--- config.mk ---
export PLATFORM = sky130hd
export DESIGN_NAME = moesi_ctrl
export DESIGN_NICKNAME = d
export VERILOG_FILES = /design/src/rtl/moesi_pkg.sv /design/src/rtl/moesi_snoop_unit.sv /design/src/rtl/moesi_cpu_unit.sv /design/src/rtl/moesi_line_store.sv /design/src/rtl/moesi_ctrl.sv
export SDC_FILE = /design/constraint.sdc
export NUM_CORES = 1
export LEC_CHECK = 0
export BUFFER_PORTS_ARGS = -buffer_cell sky130_fd_sc_hd__buf_2
export CAP_MARGIN = 30
export CORE_MARGIN = 1
export CORE_UTILIZATION = 56
export CTS_CLUSTER_SIZE = 12
export DETAILED_ROUTE_END_ITERATION = 12
export PLACE_DENSITY = 0.79
export SLEW_MARGIN = 5
export SYNTH_ARGS = -nofsm -noshare
export SYNTH_HDL_FRONTEND = slang
export SYNTH_SLANG_ARGS = --single-unit
--- constraint.sdc ---
create_clock -name clk -period 2.5 [get_ports clk]
set_clock_uncertainty 0.2 [all_clocks]
set_input_delay 0.125 -clock clk [delete_from_list [all_inputs] [get_ports clk]]
set_output_delay 0.125 -clock clk [all_outputs]
set_load 0.01 [all_outputs]
--- src/rtl/moesi_pkg.sv ---
package moesi_pkg;

    typedef enum logic [2:0] {
        ST_I = 3'd0,
        ST_S = 3'd1,
        ST_E = 3'd2,
        ST_O = 3'd3,
        ST_M = 3'd4
    } line_state_e;

    typedef enum logic [1:0] {
        CPU_IDLE  = 2'd0,
        CPU_LOAD  = 2'd1,
        CPU_STORE = 2'd2,
        CPU_EVICT = 2'd3
    } cpu_op_e;

    typedef enum logic [1:0] {
        SNP_IDLE    = 2'd0,
        SNP_READ    = 2'd1,
        SNP_READX   = 2'd2,
        SNP_UPGRADE = 2'd3
    } snp_op_e;

    typedef enum logic [1:0] {
        CMD_NONE    = 2'd0,
        CMD_READ    = 2'd1,
        CMD_READX   = 2'd2,
        CMD_UPGRADE = 2'd3
    } bus_cmd_e;

    typedef struct packed {
        line_state_e nxt;
        logic        supply;
    } snp_res_t;

    typedef struct packed {
        line_state_e nxt;
        bus_cmd_e    cmd;
        logic        wb;
    } cpu_res_t;

    // Memory copy is out of date for this line
    function automatic logic holds_dirty(line_state_e st);
        return (st == ST_M) || (st == ST_O);
    endfunction

    function automatic snp_res_t snoop_step(line_state_e cur, snp_op_e op);
        snp_res_t r;
        r.nxt    = cur;
        r.supply = 1'b0;
        case (op)
            SNP_READ: begin
                r.supply = holds_dirty(cur);
                case (cur)
                    ST_M:    r.nxt = ST_O;
                    ST_E:    r.nxt = ST_S;
                    default: r.nxt = cur;
                endcase
            end
            SNP_READX, SNP_UPGRADE: begin
                r.supply = holds_dirty(cur);
                r.nxt    = ST_I;
            end
            default: ;
        endcase
        return r;
    endfunction

    function automatic cpu_res_t cpu_step(line_state_e cur, cpu_op_e op, logic shared);
        cpu_res_t r;
        r.nxt = cur;
        r.cmd = CMD_NONE;
        r.wb  = 1'b0;
        case (op)
            CPU_LOAD: begin
                if (cur == ST_I) begin
                    r.cmd = CMD_READ;
                    r.nxt = shared ? ST_S : ST_E;
                end
            end
            CPU_STORE: begin
                r.nxt = ST_M;
                case (cur)
                    ST_I:       r.cmd = CMD_READX;
                    ST_S, ST_O: r.cmd = CMD_UPGRADE;
                    default:    r.cmd = CMD_NONE;
                endcase
            end
            CPU_EVICT: begin
                r.wb  = holds_dirty(cur);
                r.nxt = ST_I;
            end
            default: ;
        endcase
        return r;
    endfunction

endpackage

--- src/rtl/moesi_snoop_unit.sv ---
module moesi_snoop_unit
    import moesi_pkg::*;
(
    input  line_state_e cur_i,
    input  snp_op_e     op_i,
    output snp_res_t    res_o
);
    always_comb begin
        res_o = snoop_step(cur_i, op_i);
    end
endmodule

--- src/rtl/moesi_cpu_unit.sv ---
module moesi_cpu_unit
    import moesi_pkg::*;
(
    input  line_state_e cur_i,
    input  cpu_op_e     op_i,
    input  logic        shared_i,
    output cpu_res_t    res_o
);
    always_comb begin
        res_o = cpu_step(cur_i, op_i, shared_i);
    end
endmodule

--- src/rtl/moesi_line_store.sv ---
module moesi_line_store
    import moesi_pkg::*;
#(
    parameter  int LINES = 4,
    localparam int IDXW  = (LINES > 1) ? $clog2(LINES) : 1
) (
    input  logic                     clk,
    input  logic                     rst,
    input  logic                     snp_en,
    input  logic [IDXW-1:0]          snp_line,
    input  line_state_e              snp_nxt,
    input  logic                     cpu_en,
    input  logic [IDXW-1:0]          cpu_line,
    input  line_state_e              cpu_nxt,
    output line_state_e [LINES-1:0]  st_o
);
    // The processor result already folds in a same-line snoop, so it wins.
    always_ff @(posedge clk) begin
        for (int i = 0; i < LINES; i++) begin
            if (rst) begin
                st_o[i] <= ST_I;
            end else if (cpu_en && (cpu_line == IDXW'(i))) begin
                st_o[i] <= cpu_nxt;
            end else if (snp_en && (snp_line == IDXW'(i))) begin
                st_o[i] <= snp_nxt;
            end
        end
    end
endmodule

--- src/rtl/moesi_ctrl.sv ---
module moesi_ctrl
    import moesi_pkg::*;
#(
    parameter  int LINES = 4,
    localparam int IDXW  = (LINES > 1) ? $clog2(LINES) : 1
) (
    input  logic            clk,
    input  logic            rst,
    input  logic [1:0]      cpu_op,
    input  logic [IDXW-1:0] cpu_line,
    input  logic            fill_shared,
    input  logic [1:0]      snp_op,
    input  logic [IDXW-1:0] snp_line,
    input  logic [IDXW-1:0] peek_line,
    output logic [2:0]      peek_state,
    output logic            peek_stale,
    output logic [1:0]      bus_cmd,
    output logic [IDXW-1:0] bus_cmd_line,
    output logic            supply_strobe,
    output logic [IDXW-1:0] supply_line,
    output logic            wb_strobe,
    output logic [IDXW-1:0] wb_line
);
    line_state_e [LINES-1:0] line_st_q;

    cpu_op_e     cpu_k;
    snp_op_e     snp_k;
    logic        cpu_en;
    logic        snp_en;
    logic        collide;
    line_state_e snp_cur;
    line_state_e cpu_cur;
    snp_res_t    snp_res;
    cpu_res_t    cpu_res;

    assign cpu_k   = cpu_op_e'(cpu_op);
    assign snp_k   = snp_op_e'(snp_op);
    assign cpu_en  = (cpu_k != CPU_IDLE);
    assign snp_en  = (snp_k != SNP_IDLE);
    assign collide = cpu_en && snp_en && (cpu_line == snp_line);

    assign snp_cur = line_st_q[snp_line];

    moesi_snoop_unit u_snp (
        .cur_i (snp_cur),
        .op_i  (snp_k),
        .res_o (snp_res)
    );

    // Snoop is ordered first on the bus; processor sees its outcome.
    assign cpu_cur = collide ? snp_res.nxt : line_st_q[cpu_line];

    moesi_cpu_unit u_cpu (
        .cur_i    (cpu_cur),
        .op_i     (cpu_k),
        .shared_i (fill_shared),
        .res_o    (cpu_res)
    );

    moesi_line_store #(.LINES(LINES)) u_store (
        .clk      (clk),
        .rst      (rst),
        .snp_en   (snp_en),
        .snp_line (snp_line),
        .snp_nxt  (snp_res.nxt),
        .cpu_en   (cpu_en),
        .cpu_line (cpu_line),
        .cpu_nxt  (cpu_res.nxt),
        .st_o     (line_st_q)
    );

    always_ff @(posedge clk) begin
        if (rst) begin
            bus_cmd       <= CMD_NONE;
            bus_cmd_line  <= '0;
            supply_strobe <= 1'b0;
            supply_line   <= '0;
            wb_strobe     <= 1'b0;
            wb_line       <= '0;
        end else begin
            bus_cmd       <= cpu_res.cmd;
            bus_cmd_line  <= cpu_line;
            supply_strobe <= snp_en && snp_res.supply;
            supply_line   <= snp_line;
            wb_strobe     <= cpu_en && cpu_res.wb;
            wb_line       <= cpu_line;
        end
    end

    assign peek_state = line_st_q[peek_line];
    assign peek_stale = holds_dirty(line_st_q[peek_line]);

endmodule

== After elaboration in Yosys (flattened, before gate mapping) ==
Cells that the tools add are included.
Word-level totals
  register bits: 20
  bits of input ports: 13
  output and inout port bits: 14
Operators by class
  order comparisons: 3
  equal/unequal tests: 21
  muxes and demuxes: 23
  reduce and logical (&&, ||, !) cells: 26
Operators by type and width (number)
  3-bit two-way mux: 12
  3-bit binary-select mux with 2-bit select: 3
  2-bit equality test (second input constant): 8
  3-bit by 2-bit equality test with 1-bit output (second input constant): 4
  1-bit logical AND: 12
  2-bit nonzero test: 6
  3-bit equality test (second input constant): 3
  2-bit by 3-bit < comparator with 1-bit output (second input constant): 3
  3-bit one-hot mux with 3 select lines: 1
  2-bit by 1-bit equality test with 1-bit output (second input constant): 4
  2-bit one-hot mux with 2 select lines: 2
  4-bit one-hot mux with 2 select lines: 1
  3-bit one-hot mux with 2 select lines: 1
  5-bit two-way mux: 1
  2-bit logical NOT: 2
  2-bit OR reduction: 2
  3-bit by 1-bit equality test with 1-bit output (second input constant): 1
  3-bit logical NOT: 1
  1-bit logical OR: 3
  2-bit equality test: 1
  2-bit two-way mux: 1
  1-bit two-way mux: 1

== Longest topological paths before layout ==
Gate-level depths: netlist of the first run.
  word-level depth: 10
  mapped depth: 8
  gate-level depth less buffers: 7

== Hierarchy ==
Synthesis of the first run repeated with hierarchy kept, for this count alone.
Unflattened totals
  cell total of the unflattened synthesis: 132
  area, all modules: 1353.8 µm²
By module, submodules not included
  moesi_line_store: times used 1, cells an instance 59, area an instance 566.8 µm², seq. area each 240.2 µm²
  moesi_ctrl: times used 1, cells an instance 40, area an instance 551.8 µm², seq. area each 160.2 µm²
  moesi_cpu_unit: times used 1, cells an instance 21, area an instance 162.7 µm², seq. area each 0.0 µm²
  moesi_snoop_unit: times used 1, cells an instance 12, area an instance 72.6 µm², seq. area each 0.0 µm²

== Worst setup path before layout of the first run ==
OpenSTA, ideal clock, no wires.
  kind: input -> register
  start: input port cpu_op[0]
  end: register bus_cmd[0]
  library setup time: 0.079 ns
  arrival time: 1.904 ns
  data required time: 2.221 ns
  setup slack: 0.317 ns
  stages on the path: 7
  cells stage by stage: inv_1 > ha_1 > or4_1 > buf_2 > o21a_1 > or3b_1 > a211oi_2
Between the ends
  cells in the longest elaborated chain, start to end: 8
Ends and longest elaborated chain
  from (decl): line moesi_ctrl.sv:9  | input logic [1:0] cpu_op,
  2-bit nonzero test: line moesi_ctrl.sv:38  | assign cpu_en = (cpu_k != CPU_IDLE);
  1-bit logical AND (2 in a row): line moesi_ctrl.sv:40  | assign collide = cpu_en && snp_en && (cpu_line == snp_line);
  3-bit two-way mux: line moesi_ctrl.sv:51  | assign cpu_cur = collide ? snp_res.nxt : line_st_q[cpu_line];
  3-bit by 1-bit equality test with 1-bit output or 3-bit by 2-bit equality test with 1-bit output (tied branches): line moesi_pkg.sv:84  | case (cur)
  2-bit OR reduction: line moesi_pkg.sv:84
  2-bit one-hot mux with 2 select lines: line moesi_pkg.sv:84
  2-bit one-hot mux with 2 select lines *: line moesi_pkg.sv:75  | case (op)
  to (signal assigned): line moesi_ctrl.sv:81  | bus_cmd <= cpu_res.cmd;
  to (decl): line moesi_ctrl.sv:17  | output logic [1:0] bus_cmd,
Mark *: on every way between the ends. The rest lies on a longest branch, timed or not.
A chain may end at the register's enable or synchronous reset.

== Final worst setup path of the first run ==
  start: input port cpu_line[0]
  end: register u_store.st_o[8] (netlist bit)
Between the ends
  cells in the longest elaborated chain, start to end: 7
Ends and longest elaborated chain
  from (decl): line moesi_ctrl.sv:10  | input logic [IDXW-1:0] cpu_line,
  3-bit binary-select mux with 2-bit select or 2-bit equality test (tied branches): line moesi_ctrl.sv:51, moesi_ctrl.sv:40
  3-bit two-way mux (not written as such) or 1-bit logical AND (tied branches): line moesi_ctrl.sv:51, moesi_ctrl.sv:40
  3-bit two-way mux: line moesi_ctrl.sv:51
  3-bit logical NOT: line moesi_pkg.sv:77  | if (cur == ST_I) begin
  5-bit two-way mux: line moesi_pkg.sv:77
  3-bit one-hot mux with 3 select lines: line moesi_pkg.sv:75
  3-bit two-way mux: line moesi_line_store.sv:22  | end else if (cpu_en && (cpu_line == IDXW'(i))) begin
  to (signal, indexed assignment): line moesi_line_store.sv:23  | st_o[i] <= cpu_nxt;
  to (signal, indexed assignment): line moesi_line_store.sv:25  | st_o[i] <= snp_nxt;
  to (decl): line moesi_line_store.sv:15  | output line_state_e [LINES-1:0] st_o
Several ways; a longest one is shown, not always the timed one. The select of a mux whose other input is x is not followed.

==> results of run 1 <==
cells in the final DEF (no fill, tap or decap), types with 3 or more instances in the layout:
cell type      Yosys  layout
buf_2              2      26
dfxtp_1           20      20
nand2_1           16      16
inv_1              9       9
mux4_2             9       9
buf_4              3       9
nor2_1             7       7
nor2b_1            7       7
o21ai_0            6       6
a21oi_1            6       6
a211oi_1           6       6
o31ai_1            6       6
dlygate4sd3_1      0       6
ha_1               5       5
a221oi_1           4       4
nand2b_1           4       4
xor2_1             3       3
xnor2_1            3       3
or2_2              3       3
nor3_1             3       3
clkbuf_4           0       3
worst min-delay path: cells and delay by family:
kind                     cells  cell delay [ps]
adder cells (fa/ha/maj)      1              170
AO/OA/AOI/OAI                1               40
AND/OR/NAND/NOR              1               50
buffers and inverters        1              110
metrics by stage:
step | std cells | util | total power [uW]
4_1_cts | 239 | 0.695 | 875
3_5_place_dp | 229 | 0.654 | 599
3_3_place_gp | 229 | 0.654 | 591
2_1_floorplan | 173 | - | 528
5_1_grt | 239 | 0.696 | 918
6_report | 239 | 0.696 | 883
metal layers:
metal	track usage	share of wire	vias up
li1	-	-	725
met4	0.179	0.045	0
met1	0.358	0.38	757
met3	0.0372	0.087	25
met5	0	0	-
met2	0.539	0.49	119
what timing repair did:
item                                    4_1_cts  5_1_grt
setup buffers                                 0        0
endpoints found under the setup margin        0        1
hold endpoints to repair                      8        0
hold buffers                                  6        0
gates resized for setup                       0        1
worst min path at each step:
| stage | end | start | slack, ps | cells after the start |
|---|---|---|---|---|
| after floorplan | u_store.st_o[0]$_SDFFE_PP0P_ | fill_shared | 80 | 1 |
| after detailed placement | u_store.st_o[3]$_SDFFE_PP0P_ | fill_shared | 210 | 2 |
| after CTS | wb_strobe$_SDFF_PP0_ | cpu_op[1] | 9 | 4 |
| after global placement | u_store.st_o[0]$_SDFFE_PP0P_ | fill_shared | 200 | 2 |
| final | wb_strobe$_SDFF_PP0_ | cpu_op[1] | 10 | 4 |
| after global routing | wb_strobe$_SDFF_PP0_ | cpu_op[1] | 30 | 4 |
sequential cells by signal, summed over array words and instances (netlist names):
name           cells
bus_cmd            2
u_store.st_o      12
wb_strobe          1
supply_strobe      1
wb_line            2
supply_line        2
cells by family after synthesis:
group,share of synthesized area
compound gates,0.257
xor+xnor,0.0325
fa+ha+maj,0.0387
buf+inv,0.0619
flops,0.248
mux,0.168
simple gates,0.194
final cells by class:
| class | instances | area share |
|---|---|---|
| clock inverter | 1 | 0.0158 |
| multi-input combinational | 134 | 0.588 |
| clock buffer | 3 | 0.0118 |
| sequential | 20 | 0.210 |
| tap | 31 | 0.0204 |
| timing repair buffer | 41 | 0.135 |
| inverter | 9 | 0.0178 |
report_power, final:
group	internal [uW]	switching, uW	total (uW)
Combinational	115	142	257
Clock	162	112	274
Sequential	335	17.0	352
==> flow_metrics.tcl, run 1 <==
set metrics [dict create \
    status "completed" \
    post-route-cell-area_um2 1900 \
    remaining_drc_errors 0 \
    fin_ws_ps 176 \
    drt-pass1-iter-count 4 \
    die_area_um2 3110 \
    numPortBuffers 26 \
    cpPeakStageDelay_ps 580 \
    async_flop_share 0 \
    ir_drop_uv 480 \
    fin_tns_setup_ps 0 \
    crit_start "cpu_line[0]" \
    slew_headroom 0.544 \
    synth_ff_type "dfxtp_1" \
    numCtsBuffers 3 \
    ys.warnings.count 0 \
    setup.worst_path.end "u_store.st_o[8]$_SDFFE_PP0P_" \
    critPathTopFamily "buffers and inverters" \
    ys_ff_latch 20 \
    dp_hpwl_mm 3.36 \
    synth_area_leaders "dfxtp_1 (25%), mux4_2 (13%), ha_1 (3.9%)" \
    rsz0062_at_grt "no" \
    finalMaxSlewViolations 0 \
    layout.nets 227 \
    synth_area_um2 1620 \
    place_area_um2 1790 \
    cts_buffer_depth 2 \
    detail_route.wl_per_cell_um 19.0 \
    powerDensity_nw_per_um2 464 \
    synth_edf_count 0 \
    worstPathRequired_ps 2490 \
    grt_first_pass_wirelength_mm 7.40 \
    htree_levels 1 \
    cts_tree "built" \
    clk_pin_slew_ps 120 \
    clock_latency_ps 320 \
    area_growth_pct 17.7 \
    fillCellCount 215 \
    cts_sinks 20 \
    syn_nets 191 \
    die_x_um 55.7 \
    drv_cap 0 \
    yosysMostFrequentCell "dfxtp_1" \
    groute.usage.overall 0.307 \
    tightest_slew_ps 676 \
    setup_viol_count_final 0 \
    synth_top_area_cell "dfxtp_1" \
    fp.dieH_um 55.7 \
    critical_path_buf_inv_count 3 \
    grt_pass1_vias 1630 \
    ioPinCount 27 \
    arrival_ps 2320 \
    drive_above_1_share 0.298 \
    r2r-end "wb_strobe$_SDFF_PP0_" \
    multi_input_area_um2 1120 \
    core-area_um2 2730 \
    gp_congestion 0.943 \
    crit_chain "dlygate4sd3_1 -> buf_2 -> buf_4 -> mux4_2 -> nand2_1 -> o21ai_2 -> a2bb2oi_1 -> a211oi_1" \
    antenna_cells 0 \
    period_minus_slack_ps 2320 \
    criticalPathCategory "in -> reg" \
    startpoint_type "primary input" \
    vias_per_cell 6.80 \
    seqCellArea_um2 400 \
    root_buffer "clkbuf_4" \
    p_leak_uw 0.000754 \
    dpl_worst_slack_ps 85.0 \
    synth_cell_types 58 \
    drt_iter0_drc 105 \
    cp-end-kind "register" \
    ff2ff_setup_slack_ps 220 \
    critPathSlowestCell "mux4_2" \
    num_vias 1626 \
    wirelength_mm 4.53 \
    fmax_ghz 0.430 \
    grt_max_degree 21 \
    hold_slack_ps 14.0 \
    start_util 0.591 \
    antenna_found_initial 0 \
    grt_remaining_overflow 0 \
    final_antenna_net_count 0 \
    hold_viol 0 \
    worstHoldPathType "in -> reg" \
    post-route-period-util 0.929 \
    r2r_start "u_store.st_o[4]$_SDFFE_PP0P_" \
    synthTopCellsByCount "dfxtp_1 (20), nand2_1 (16), inv_1 (9), mux4_2 (9)" \
    rr_worst_depth 6 \
    netlist_instances 173 \
    ys_seq_area_frac 0.248 \
    synth_top_area_frac 0.248 \
    rows 19 \
    avgSynthCellArea_um2 9.34 \
    cp.depth 8 \
    crit_fanout 7 \
]
Note: power is estimated with default switching activity, not from simulation.
==> inputs of run 2 (changes only) <==
--- a/config.mk
+++ b/config.mk
@@ -6,4 +6,5 @@
 export NUM_CORES = 1
 export LEC_CHECK = 0
+export ABC_AREA = 1
 export BUFFER_PORTS_ARGS = -buffer_cell sky130_fd_sc_hd__buf_2
 export CAP_MARGIN = 30
==> constraint.sdc (replaced) <==
create_clock -name clk -period 2.5 [get_ports clk]
set_clock_uncertainty 0.2 [all_clocks]
set_input_delay 0.125 -clock clk [delete_from_list [all_inputs] [get_ports clk]]
set_output_delay 0.125 -clock clk [all_outputs]
set_load 0.1 [all_outputs]
==> run 2 against run 1 <==
Sequential power shrank 3%; routed wire length shrank 9.0%; clock-buffer cell count up 1; sequential cell count unchanged; utilization decreased by 1.6 points; clock power fell by 29%.
==> flow_metrics.tcl, run 2 <==
set metrics [dict create \
    powerDensity_nw_per_um2 446 \
    cts_setup_buffers 0 \
    worstHoldStart "cpu_line[0]" \
    status "completed" \
    fmax_ghz 0.420 \
    synth_edf_count 0 \
    syn_nets 299 \
    cpPeakStageDelay_ps 500 \
    p_int_uw 494 \
    synth_area_leaders "dfxtp_1 (24%), nand2_1 (22%), inv_1 (8.7%)" \
    core-area_um2 2760 \
    synth_top_area_frac 0.244 \
    p_sw_uw 343 \
    postLayoutCoreUtil 0.681 \
    cp-end-kind "output port" \
    ioPinCount 27 \
    largest_reg_flops 12 \
    worstPathRequired_ps 2170 \
    vias_per_cell 5.34 \
    tightest_slew_ps 490 \
    synthTopCellsByCount "nand2_1 (96), inv_1 (38), nor2_1 (25)" \
    startpoint_type "register" \
    remaining_drc_errors 0 \
    clk_pin_slew_ps 120 \
    ys_seq_area_frac 0.244 \
    gp_congestion 0.914 \
    period_minus_slack_ps 2380 \
    post-route-period-util 0.952 \
    fp.dieH_um 56.1 \
    cts_sinks 20 \
    async_flop_share 0 \
    area_growth_pct 14.4 \
    layout_commonest_cell "nand2_1" \
    avgSynthCellArea_um2 5.84 \
    holdPathEnd "wb_line[0]$_SDFF_PP0_" \
    grt_first_pass_wirelength_mm 7.02 \
    grt_pass1_vias 1546 \
    clock_latency_ps 310 \
    crit_fanout 4 \
    critPathTopFamily "simple AND/OR/NAND/NOR gates" \
    die_x_um 56.1 \
    rr_worst_depth 15 \
    detail_route.wl_per_cell_um 12.2 \
    finalMaxSlewViolations 0 \
    arrival_ps 2060 \
    ys_ff_latch 20 \
    fin_tns_setup_ps 0 \
    layout.nets 325 \
    setup_viol_count_final 0 \
    rows 19 \
    synth_top_area_cell "dfxtp_1" \
    synth_cell_types 26 \
    critPathSlowestCell "or3b_2" \
    r2r_start "u_store.st_o[11]$_SDFFE_PP0P_" \
    numCtsBuffers 3 \
    numPortBuffers 26 \
    ir_drop_uv 395 \
    p_comb_frac 0.360 \
    wirelength_mm 4.13 \
    ff2ff_setup_slack_ps 470 \
    synth_area_um2 1640 \
    ys.warnings.count 0 \
    yosysMostFrequentCell "nand2_1" \
    worstHoldPathType "in -> reg" \
    criticalPathCategory "reg -> out" \
    largest_register "u_store.st_o" \
    netlist_instances 281 \
    synth_ff_type "dfxtp_1" \
    final_cell_mix "nand2_1 (96), inv_1 (38), nor2_1 (25), buf_2 (25), nand3_1 (23)" \
    grt_max_degree 18 \
    drt-pass1-iter-count 4 \
    cts_buffer_depth 2 \
    final_antenna_net_count 0 \
    antenna_found_initial 0 \
    cp.depth 5 \
    clockPowerShare 0.232 \
    groute.usage.overall 0.285 \
    slew_headroom 0.676 \
    crit_chain "o21ai_0 -> o22ai_4 -> or3b_2 -> o21ai_4 -> clkbuf_4" \
    power_frac_seq 0.409 \
    hold_viol 0 \
    drive_above_1_share 0.183 \
    switching_share 0.409 \
    start_util 0.595 \
    rsz0062_at_grt "no" \
    dp_hpwl_mm 3.21 \
    root_buffer "clkbuf_4" \
    p_leak_uw 0.000983 \
    die_area_um2 3150 \
    r2r-end "u_store.st_o[3]$_SDFFE_PP0P_" \
    grt_remaining_overflow 0 \
    min_path_cells 3 \
    cts_tree "built" \
    drv_cap 0 \
    antenna_cells 0 \
    drt_iter0_drc 95 \
    critical_path_buf_inv_count 1 \
    num_vias 1800 \
    htree_levels 1 \
]
==> run 2: changes by cell type after synthesis, sizes merged, moves of 5 or more <==
cell,previous run,this run
a211oi,7,0
a21oi,6,15
inv,9,41
mux4,9,0
nand2,16,102
nand2b,5,0
nand3,1,25
nand4,0,7
nor2,8,26
nor2b,7,0
o21ai,8,18
o31ai,7,0
==> run 2: cells by family (layout without fill, tap and decap cells) <==
| logic type | Yosys count | in the layout | synth area share |
|---|---|---|---|
| and+or+nand+nor | 162 | 162 | 0.428 |
| buffers and inverters | 50 | 75 | 0.127 |
| AOI/OAI and AO/OA | 44 | 44 | 0.162 |
| DFF | 20 | 20 | 0.244 |
| adders and majority gates | 5 | 5 | 0.0381 |
==> run 2: worst max-delay path by stage <==
stage,from,endpoint
4_1_cts,u_store.st_o[8]$_SDFFE_PP0P_,peek_stale
5_1_grt,u_store.st_o[3]$_SDFFE_PP0P_,peek_stale
3_5_place_dp,cpu_op[0],u_store.st_o[3]$_SDFFE_PP0P_
3_3_place_gp,snp_line[0],u_store.st_o[3]$_SDFFE_PP0P_
6_report,u_store.st_o[8]$_SDFFE_PP0P_,peek_stale
2_1_floorplan,u_store.st_o[6]$_SDFFE_PP0P_,peek_stale
==> run 2: per-layer routing <==
metal / share of wire / global-route usage / up-vias
li1: - / - / 942
met3: 0.071 / 0.0465 / 8
met5: 0 / 0 / -
met2: 0.44 / 0.439 / 73
met4: 0.019 / 0.129 / 0
met1: 0.47 / 0.389 / 777
==> run 2: worst reg2reg max path, delay by kind of cell, from the launching register on <==
| kind | cells | cell delay (ps) |
|---|---|---|
| buffers and inverters | 2 | 120 |
| DFF | 1 | 460 |
| AOI/OAI and AO/OA | 2 | 110 |
| and+or+nand+nor | 11 | 1020 |
==> run 2: repair_timing <==
action                     CTS  global route
hold endpoints to repair    10             0
resized for setup            0             1
setup endpoints to repair    0             1
hold buffers                 2             0
==> run 2: power by group through the flow <==
stage | Combinational, uW | Sequential (uW) | Clock [uW]
final | 301 | 342 | 194
after global routing | 327 | 343 | 211
after CTS | 299 | 342 | 203
after detailed placement | 295 | 349 | 0
after global placement | 295 | 349 | 0
after floorplan | 211 | 382 | 0
==> run 2: metrics by stage <==
stage	instance area (um2)	hold slack, ps	power [uW]	instances	setup WS, ps
after floorplan	1690	118	593	281	252
after global placement	1820	317	644	331	364
final	1880	38.3	837	337	120
after detailed placement	1820	312	644	331	356
after global routing	1880	48.6	881	337	30.5
after CTS	1870	11.9	843	337	20.1
==> run 2: cell type report <==
class | instances | area, um2
repair buffers | 29 | 160
inverters | 42 | 158
well taps | 31 | 38.8
clock buffers | 4 | 36.3
flip-flops and latches | 20 | 400
fillers | 269 | 881
multi-input cells | 211 | 1080
